**config.mk**
```make
export PLATFORM = sky130hd
export DESIGN_NAME = dest_addr_filter
export DESIGN_NICKNAME = d
export VERILOG_FILES = /design/src/rtl/dafilt_pkg.sv /design/src/rtl/dafilt_crc.sv /design/src/rtl/dafilt_hash_table.sv /design/src/rtl/dafilt_classify.sv /design/src/rtl/dest_addr_filter.sv
export SDC_FILE = /design/constraint.sdc
export NUM_CORES = 1
export LEC_CHECK = 0
export ABC_AREA = 1
export CELL_PAD_IN_SITES_DETAIL_PLACEMENT = 0
export CELL_PAD_IN_SITES_GLOBAL_PLACEMENT = 1
export CORE_ASPECT_RATIO = 0.6
export CORE_UTILIZATION = 39
export CTS_CLUSTER_DIAMETER = 80
export DETAILED_ROUTE_END_ITERATION = 8
export PLACE_DENSITY_LB_ADDON = 0.1
export SYNTH_ARGS = -nofsm -noshare
export SYNTH_HDL_FRONTEND = slang
export SYNTH_SLANG_ARGS = --single-unit
```
**constraint.sdc**
```tcl
create_clock -name clk -period 2.9 [get_ports clk]
set_input_delay 0.87 -clock clk [delete_from_list [all_inputs] [get_ports clk]]
set_output_delay 0.87 -clock clk [all_outputs]
set_load 0.05 [all_outputs]
```
**src/rtl/dafilt_pkg.sv**
```systemverilog
package dafilt_pkg;

  localparam logic [31:0] CRC_POLY = 32'hEDB88320;
  localparam logic [31:0] CRC_INIT = 32'hFFFFFFFF;
  localparam int STATUS_W = 16;

  localparam int ST_BASE   = 2;
  localparam int ST_HASHED = 6;
  localparam int ST_OK     = 8;
  localparam int ST_MCAST  = 9;
  localparam int ST_IA     = 10;
  localparam int ST_BCAST  = 11;
  localparam int ST_CRCERR = 12;
  localparam int ST_RUNT   = 13;
  localparam int ST_LONG   = 14;
  localparam int ST_IDX_LO = 9;

  typedef struct packed {
    logic prom;
    logic hash;
    logic mcast;
    logic bcast;
    logic ia;
  } accept_en_t;

  function automatic logic [31:0] crc_step(input logic [31:0] c, input logic [7:0] d);
    logic [31:0] r;
    r = c;
    for (int i = 0; i < 8; i++) begin
      r = (r[0] ^ d[i]) ? ((r >> 1) ^ CRC_POLY) : (r >> 1);
    end
    return r;
  endfunction

endpackage

```
**src/rtl/dafilt_crc.sv**
```systemverilog
module dafilt_crc (
  input  logic        clk,
  input  logic        rst_n,
  input  logic        step_en,
  input  logic        restart,
  input  logic [7:0]  data,
  output logic [31:0] crc_nxt
);
  import dafilt_pkg::*;

  logic [31:0] crc_q;

  always_comb begin
    crc_nxt = crc_step(restart ? CRC_INIT : crc_q, data);
  end

  always_ff @(posedge clk or negedge rst_n) begin
    if (!rst_n) crc_q <= CRC_INIT;
    else if (step_en) crc_q <= crc_nxt;
  end
endmodule

```
**src/rtl/dafilt_hash_table.sv**
```systemverilog
module dafilt_hash_table #(
  parameter int TBL_BITS = 64,
  localparam int TBL_BYTES = TBL_BITS / 8,
  localparam int SEL_W = $clog2(TBL_BYTES)
) (
  input  logic                clk,
  input  logic                rst_n,
  input  logic                wr_en,
  input  logic [SEL_W-1:0]    wr_sel,
  input  logic [7:0]          wr_data,
  output logic [TBL_BITS-1:0] table_q
);
  for (genvar g = 0; g < TBL_BYTES; g++) begin : g_byte
    logic hit;
    assign hit = wr_en && (wr_sel == SEL_W'(g));
    always_ff @(posedge clk or negedge rst_n) begin
      if (!rst_n) table_q[8*g +: 8] <= 8'h00;
      else if (hit) table_q[8*g +: 8] <= wr_data;
    end
  end
endmodule

```
**src/rtl/dafilt_classify.sv**
```systemverilog
module dafilt_classify #(
  parameter int HASH_BITS = 6,
  parameter int LEN_W = 11,
  parameter int MIN_LEN = 64,
  parameter int MAX_LEN = 1518,
  localparam int TBL_BITS = 2 ** HASH_BITS
) (
  input  dafilt_pkg::accept_en_t           en,
  input  logic                             ia_hit,
  input  logic                             bc_hit,
  input  logic                             grp_bit,
  input  logic [HASH_BITS-1:0]             hash_idx,
  input  logic [TBL_BITS-1:0]              table_bits,
  input  logic [LEN_W-1:0]                 len,
  input  logic                             crc_good,
  input  logic                             crc_err,
  output logic                             accept,
  output logic [dafilt_pkg::STATUS_W-1:0]  status
);
  import dafilt_pkg::*;

  logic hbit, mc, hashed, ok, runt, long_f;

  assign hbit   = table_bits[hash_idx];
  assign runt   = len < LEN_W'(MIN_LEN);
  assign long_f = len > LEN_W'(MAX_LEN);
  assign ok     = crc_good && !runt && !long_f;

  always_comb begin
    accept = 1'b0;
    mc     = 1'b0;
    hashed = 1'b0;
    if (ia_hit && (en.ia || en.prom)) begin
      accept = 1'b1;
    end else if (bc_hit) begin
      accept = en.bcast || en.prom;
    end else if (hbit) begin
      if (grp_bit) begin
        mc     = 1'b1;
        accept = en.mcast || en.prom;
      end else begin
        hashed = 1'b1;
        accept = en.hash || en.prom;
      end
    end else begin
      accept = en.prom;
    end
  end

  always_comb begin
    status            = '0;
    status[ST_BASE]   = 1'b1;
    status[ST_OK]     = ok;
    status[ST_MCAST]  = mc;
    status[ST_HASHED] = hashed;
    if (hashed && ok) begin
      status[ST_IDX_LO +: HASH_BITS] = hash_idx;
    end else begin
      status[ST_IA]     = ia_hit;
      status[ST_BCAST]  = bc_hit;
      status[ST_CRCERR] = crc_err;
      status[ST_RUNT]   = runt;
      status[ST_LONG]   = long_f;
    end
  end
endmodule

```
**src/rtl/dest_addr_filter.sv**
```systemverilog
module dest_addr_filter #(
  parameter int ADDR_BYTES = 6,
  parameter int HASH_BITS = 6,
  parameter int LEN_W = 11,
  parameter int MIN_LEN = 64,
  parameter int MAX_LEN = 1518,
  localparam int TBL_BITS = 2 ** HASH_BITS,
  localparam int SEL_W = $clog2(TBL_BITS / 8),
  localparam int CNT_W = $clog2(ADDR_BYTES),
  localparam int IA_W = 8 * ADDR_BYTES
) (
  input  logic                  clk,
  input  logic                  rst_n,
  input  logic                  da_valid,
  input  logic                  da_sof,
  input  logic [7:0]            da_byte,
  input  logic [LEN_W-1:0]      frm_len,
  input  logic                  frm_crc_good,
  input  logic                  frm_crc_err,
  input  logic [4:0]            cfg_en,
  input  logic [IA_W-1:0]       cfg_ia,
  input  logic                  tbl_we,
  input  logic [SEL_W-1:0]      tbl_sel,
  input  logic [7:0]            tbl_data,
  output logic                  res_valid,
  output logic                  res_accept,
  output logic [15:0]           res_status,
  output logic [HASH_BITS-1:0]  res_hash_idx
);
  import dafilt_pkg::*;

  logic [CNT_W-1:0]    cnt_q, cnt_d, pos;
  logic                ia_q, ia_d, bc_q, bc_d, grp_q, grp_d;
  accept_en_t          en_q, en_d;
  logic [IA_W-1:0]     sta_q, sta_d, sta_src;
  logic [TBL_BITS-1:0] tbl_live, tbl_q, tbl_d;
  logic                first, cont, take, last;
  logic [7:0]          ia_byte;
  logic [31:0]         crc_nxt, crc_inv;
  logic [HASH_BITS-1:0] idx;
  logic                acc_c;
  logic [STATUS_W-1:0] st_c;
  logic                vld_d, acc_d;
  logic [STATUS_W-1:0] st_d;
  logic [HASH_BITS-1:0] idx_d;

  assign first = da_valid && da_sof;
  assign cont  = da_valid && !da_sof && (cnt_q != '0);
  assign take  = first || cont;
  assign pos   = first ? '0 : cnt_q;
  assign last  = take && (pos == CNT_W'(ADDR_BYTES - 1));

  dafilt_crc u_crc (
    .clk     (clk),
    .rst_n   (rst_n),
    .step_en (take),
    .restart (first),
    .data    (da_byte),
    .crc_nxt (crc_nxt)
  );

  assign crc_inv = ~crc_nxt;
  assign idx     = crc_inv[31 -: HASH_BITS];

  dafilt_hash_table #(.TBL_BITS(TBL_BITS)) u_tbl (
    .clk     (clk),
    .rst_n   (rst_n),
    .wr_en   (tbl_we),
    .wr_sel  (tbl_sel),
    .wr_data (tbl_data),
    .table_q (tbl_live)
  );

  dafilt_classify #(
    .HASH_BITS (HASH_BITS),
    .LEN_W     (LEN_W),
    .MIN_LEN   (MIN_LEN),
    .MAX_LEN   (MAX_LEN)
  ) u_cls (
    .en         (en_q),
    .ia_hit     (ia_d),
    .bc_hit     (bc_d),
    .grp_bit    (grp_q),
    .hash_idx   (idx),
    .table_bits (tbl_q),
    .len        (frm_len),
    .crc_good   (frm_crc_good),
    .crc_err    (frm_crc_err),
    .accept     (acc_c),
    .status     (st_c)
  );

  // Byte tracking and per-frame configuration capture
  always_comb begin
    sta_src = first ? cfg_ia : sta_q;
    ia_byte = sta_src[8*(ADDR_BYTES - 1 - int'(pos)) +: 8];
    cnt_d   = cnt_q;
    ia_d    = ia_q;
    bc_d    = bc_q;
    grp_d   = grp_q;
    en_d    = en_q;
    sta_d   = sta_q;
    tbl_d   = tbl_q;
    if (take) begin
      ia_d  = (first || ia_q) && (da_byte == ia_byte);
      bc_d  = (first || bc_q) && (da_byte == 8'hFF);
      cnt_d = last ? '0 : pos + CNT_W'(1);
    end
    if (first) begin
      grp_d = da_byte[7];
      en_d  = accept_en_t'(cfg_en);
      sta_d = cfg_ia;
      tbl_d = tbl_live;
    end
  end

  always_ff @(posedge clk or negedge rst_n) begin
    if (!rst_n) begin
      cnt_q <= '0;
      ia_q  <= 1'b0;
      bc_q  <= 1'b0;
      grp_q <= 1'b0;
      en_q  <= '0;
      sta_q <= '0;
      tbl_q <= '0;
    end else begin
      cnt_q <= cnt_d;
      ia_q  <= ia_d;
      bc_q  <= bc_d;
      grp_q <= grp_d;
      en_q  <= en_d;
      sta_q <= sta_d;
      tbl_q <= tbl_d;
    end
  end

  // Result register
  always_comb begin
    vld_d = last;
    acc_d = res_accept;
    st_d  = res_status;
    idx_d = res_hash_idx;
    if (last) begin
      acc_d = acc_c;
      st_d  = st_c;
      idx_d = idx;
    end
  end

  always_ff @(posedge clk or negedge rst_n) begin
    if (!rst_n) begin
      res_valid    <= 1'b0;
      res_accept   <= 1'b0;
      res_status   <= '0;
      res_hash_idx <= '0;
    end else begin
      res_valid    <= vld_d;
      res_accept   <= acc_d;
      res_status   <= st_d;
      res_hash_idx <= idx_d;
    end
  end
endmodule

```
==> reports/qor.csv <==
stage;metric;value;unit
route;Via Count;10100;
sta;fmax;335;MHz
die;Ports;114;
sta;fin. max-slew vios;0;
yosys;area leader, netlist;dfrtp_1;
sta;Final Skew;0.0209;ns
yosys;Synth Cell Area;0.0116;mm^2
cts;Post-CTS Hold Fix Bufs;0;
power;P_leak;7.71;nW
yosys;EDFF count, synth;0;
route;Routed Antenna Nets;0;
global_route;vias in the first global route;9544;
sta;Setup Viol. Count Final;6;
worst_setup_path;Crit path largest cell delay;0.25;ns
global_route;GRT Residual Overflow;0;
outcome;status;finished with violations;
finish;most frequent cells in the layout;nand2_1, dfrtp_1, buf_4;
sta;unrepaired setup endpoints after global routing;true;
yosys;Synth Flop Type;dfrtp_1;
worst_setup_path;CP max FO;7;
hold_path;Hold WC Path Type;in -> async;
route;routed len/inst;16.9;um
global_route;aggregate global-route resource usage;24.0;%
place;Final Wtd Congestion;0.872;
cts;worst skew pair latency;0.54;ns
finish;nets@finish;1765;
worst_setup_path;CP arrival;3.41;ns
power;Tot Pwr;16.7;mW
yosys;post-synth cell types;41;
finish;commonest non-fill, non-tap cell in the layout;nand2_1;
die;Die Span Y;135;um
die;chip width;224;um
sta;Setup WS post-layout;-0.0818;ns
worst_setup_path;CP endpoint kind;flip-flop;
yosys;async set-reset flop share out of synthesis;100;%
outcome;failing checks;negative setup slack;
yosys;post-synth top area share;44.1;%
power;maximum vdd drop;0.000586;V
die;Starting Density;40.0;%
cts;TritonCTS clock tree;done;
cts;CTS Sinks;236;
yosys;Post-Syn Instances;1429;
place;PortBufs;106;
sta;min Tclk post-route;2.98;ns
finish;layout cells sized above 1;20.8;%
worst_setup_path;critical path buffer and inverter count;5;
finish;utilization after layout;53.6;%
cts;Num CTS Buffers;25;
sta;Slew HR;41.3;%
worst_setup_path;most used cell, CP;nand2_1;
finish;antenna cells;0;
place;dpl hpwl;24.9;mm
global_route;initial antenna violation count;1;
sta;worst slew pin tran;0.880;ns
finish;Final Instance Area;0.0155;mm^2
sta;final hold violations;0;
route;WL final;35.4;mm
worst_setup_path;critical path type;in -> reg;
place;Area after DPL;0.0141;mm^2
job;Max Cap Viol;0;
yosys;FF+latch count, synth;236;
place;Place WS;-1.28;ns
route;Vias per Instance;4.84;
cts;Reg clk slew, reported paths;0.06;ns
die;Row Count;48;
yosys;synth warn;0;
die;die area;0.0304;mm^2
worst_setup_path;crit start category;input pin;
die;core area;0.0289;mm^2
cts;Root Driver;clkbuf_16;
route;DR DRC count;0;
worst_setup_path;Crit-path slowest cell;nor3_4;
route;DRT Pass-1 Iters;5;
yosys;register area share after synthesis;51.3;%
sta;setup_tns;-0.178;ns
global_route;first-pass GRT wire length;56.0;mm
worst_setup_path;CP Data Required Time;3.33;ns
power;pwr dens;1070;mW/mm^2
yosys;dominant cells by area after synthesis;dfrtp_1, nand2_1, dfstp_2;
sta;Tcrit/Tclk final;103;%
finish;Area Overhead vs Synth;34.0;%
yosys;Syn Area/Cell;8.10;um^2
route;DR iter-0 viols;785;
global_route;pin count of the biggest net entering global routing;94;
cts;CTS max path bufs;3;
cts;H-tree depth;1;
worst_setup_path;Largest delay share family, worst path;simple AND/OR/NAND/NOR gates;
worst_setup_path;critical-path cell list;buf_8 > nand2_8 > buf_12 > nand2_8 > xor2_4 > buf_4 > nand2_1 > nand3_2 > nand2_1 > nand2_2 > nand2_8 > buf_12 > buf_4 > nand3_1 > nand3_1 > nand3_1 > nand2_1 > nand2_2 > nand2_4 > nor3_4 > nand4_1 > nand3_2 > nand2_1;
[worst register-to-register path, stage by stage (launching register included)]
cell     delay (ns)
dfstp_2        0.52
inv_1          0.11
nand2_8        0.13
xor2_4         0.18
buf_4          0.14
nand2_1        0.07
nand3_2        0.09
nand2_1        0.08
nand2_2        0.11
nand2_8        0.10
buf_12         0.15
buf_4          0.13
nand3_1        0.08
nand3_1        0.08
nand3_1        0.08
nand2_1        0.07
nand2_2        0.08
nand2_4        0.07
nor3_4         0.25
nand4_1        0.16
nand3_2        0.10
nand2_1        0.05
[routing by layer]
metal | GRT usage [%] | wire length [um] | vias to the layer above
met5 | 0 | 0 | -
met1 | 42.7 | 20400 | 4851
li1 | - | - | 4998
met3 | 3.73 | 2080 | 38
met2 | 28.9 | 12400 | 226
met4 | 3.74 | 474 | 0
[synthesized netlist by cell type, drive strengths merged (2+ instances only)]
library cell,n
inv,82
o22ai,8
a21oi,5
ha,3
buf,31
nand2,635
or2,2
o211ai,9
dfstp,32
nand3,110
dfrtp,204
nor2,55
a41oi,2
o21ai,124
nor3,3
clkinv,3
xor2,45
o21a,6
xnor2,15
clkbuf,40
nand4,10
[final timing paths]
path	start	end	slack, ns	cells after the start
setup / recovery	da_valid	res_status[10]$_DFFE_PN0P_	-0.08	23
hold / removal	rst_n	sta_q[23]$_DFF_PN0_	0.26	1
setup reg to reg	u_crc.crc_q[4]$_DFFE_PN1N_	res_status[10]$_DFFE_PN0P_	-0.03	21
min in group clk	u_tbl.table_q[31]$_DFFE_PN0P_	tbl_q[31]$_DFFE_PN0P_	0.46	2
max in group asynchronous	rst_n	u_crc.crc_q[9]$_DFFE_PN1N_	1.83	2
hold reg to reg	u_tbl.table_q[31]$_DFFE_PN0P_	tbl_q[31]$_DFFE_PN0P_	0.46	2
[registers in the layout, indices dropped and copies added (netlist names)]
signal	flops
bc_q	1
cnt_q	3
en_q	5
grp_q	1
ia_q	1
res_accept	1
res_hash_idx	6
res_status	9
res_valid	1
sta_q	48
tbl_q	64
u_crc.crc_q	32
u_tbl.table_q	64
[per-stage QoR]
step	instances	hold slack [ns]
after floorplan	1435	0.440
after global placement	2017	0.450
after detailed placement	2017	0.450
after CTS	2084	0.300
after global routing	2090	0.316
final	2090	0.264
[report_power, final]
part           total, mW  switching [mW]  internal (mW)  leakage (nW)
Sequential          4.72           0.462           4.25          2.90
Clock               3.36            1.39           1.98         0.416
Combinational       8.59            4.86           3.73          4.40
Total               16.7            6.71           9.96          7.71
[kinds of logic (layout without fill, tap and decap cells)]
family          Yosys count  after routing  share of synthesized area, %
flops                   236            236                          51.3
compound gates          155            155                          7.18
other cells               1              7                        0.0324
simple gates            818            820                          30.0
buf+inv                 156            409                          5.92
fa+ha+maj                 3              3                         0.324
xor+xnor                 60             60                          5.22
[area by class of cell]
cell class / instances / area, um^2
Fill cell: 2793 / 13400
Clock inverter: 9 / 114
Tap cell: 400 / 500
Inverter: 85 / 352
Sequential cell: 236 / 5950
Multi-Input combinational cell: 1045 / 5240
Timing Repair inverter: 2 / 15.0
Clock buffer: 36 / 748
Timing Repair Buffer: 277 / 2610
[what timing repair did]
item / CTS / global route
pin swaps: 27 / 28
setup endpoints to repair: 10 / 8
resized for setup: 61 / 24
setup buffers: 17 / 5
gates cloned: 5 / 1
(Power assumes the default switching activity.)
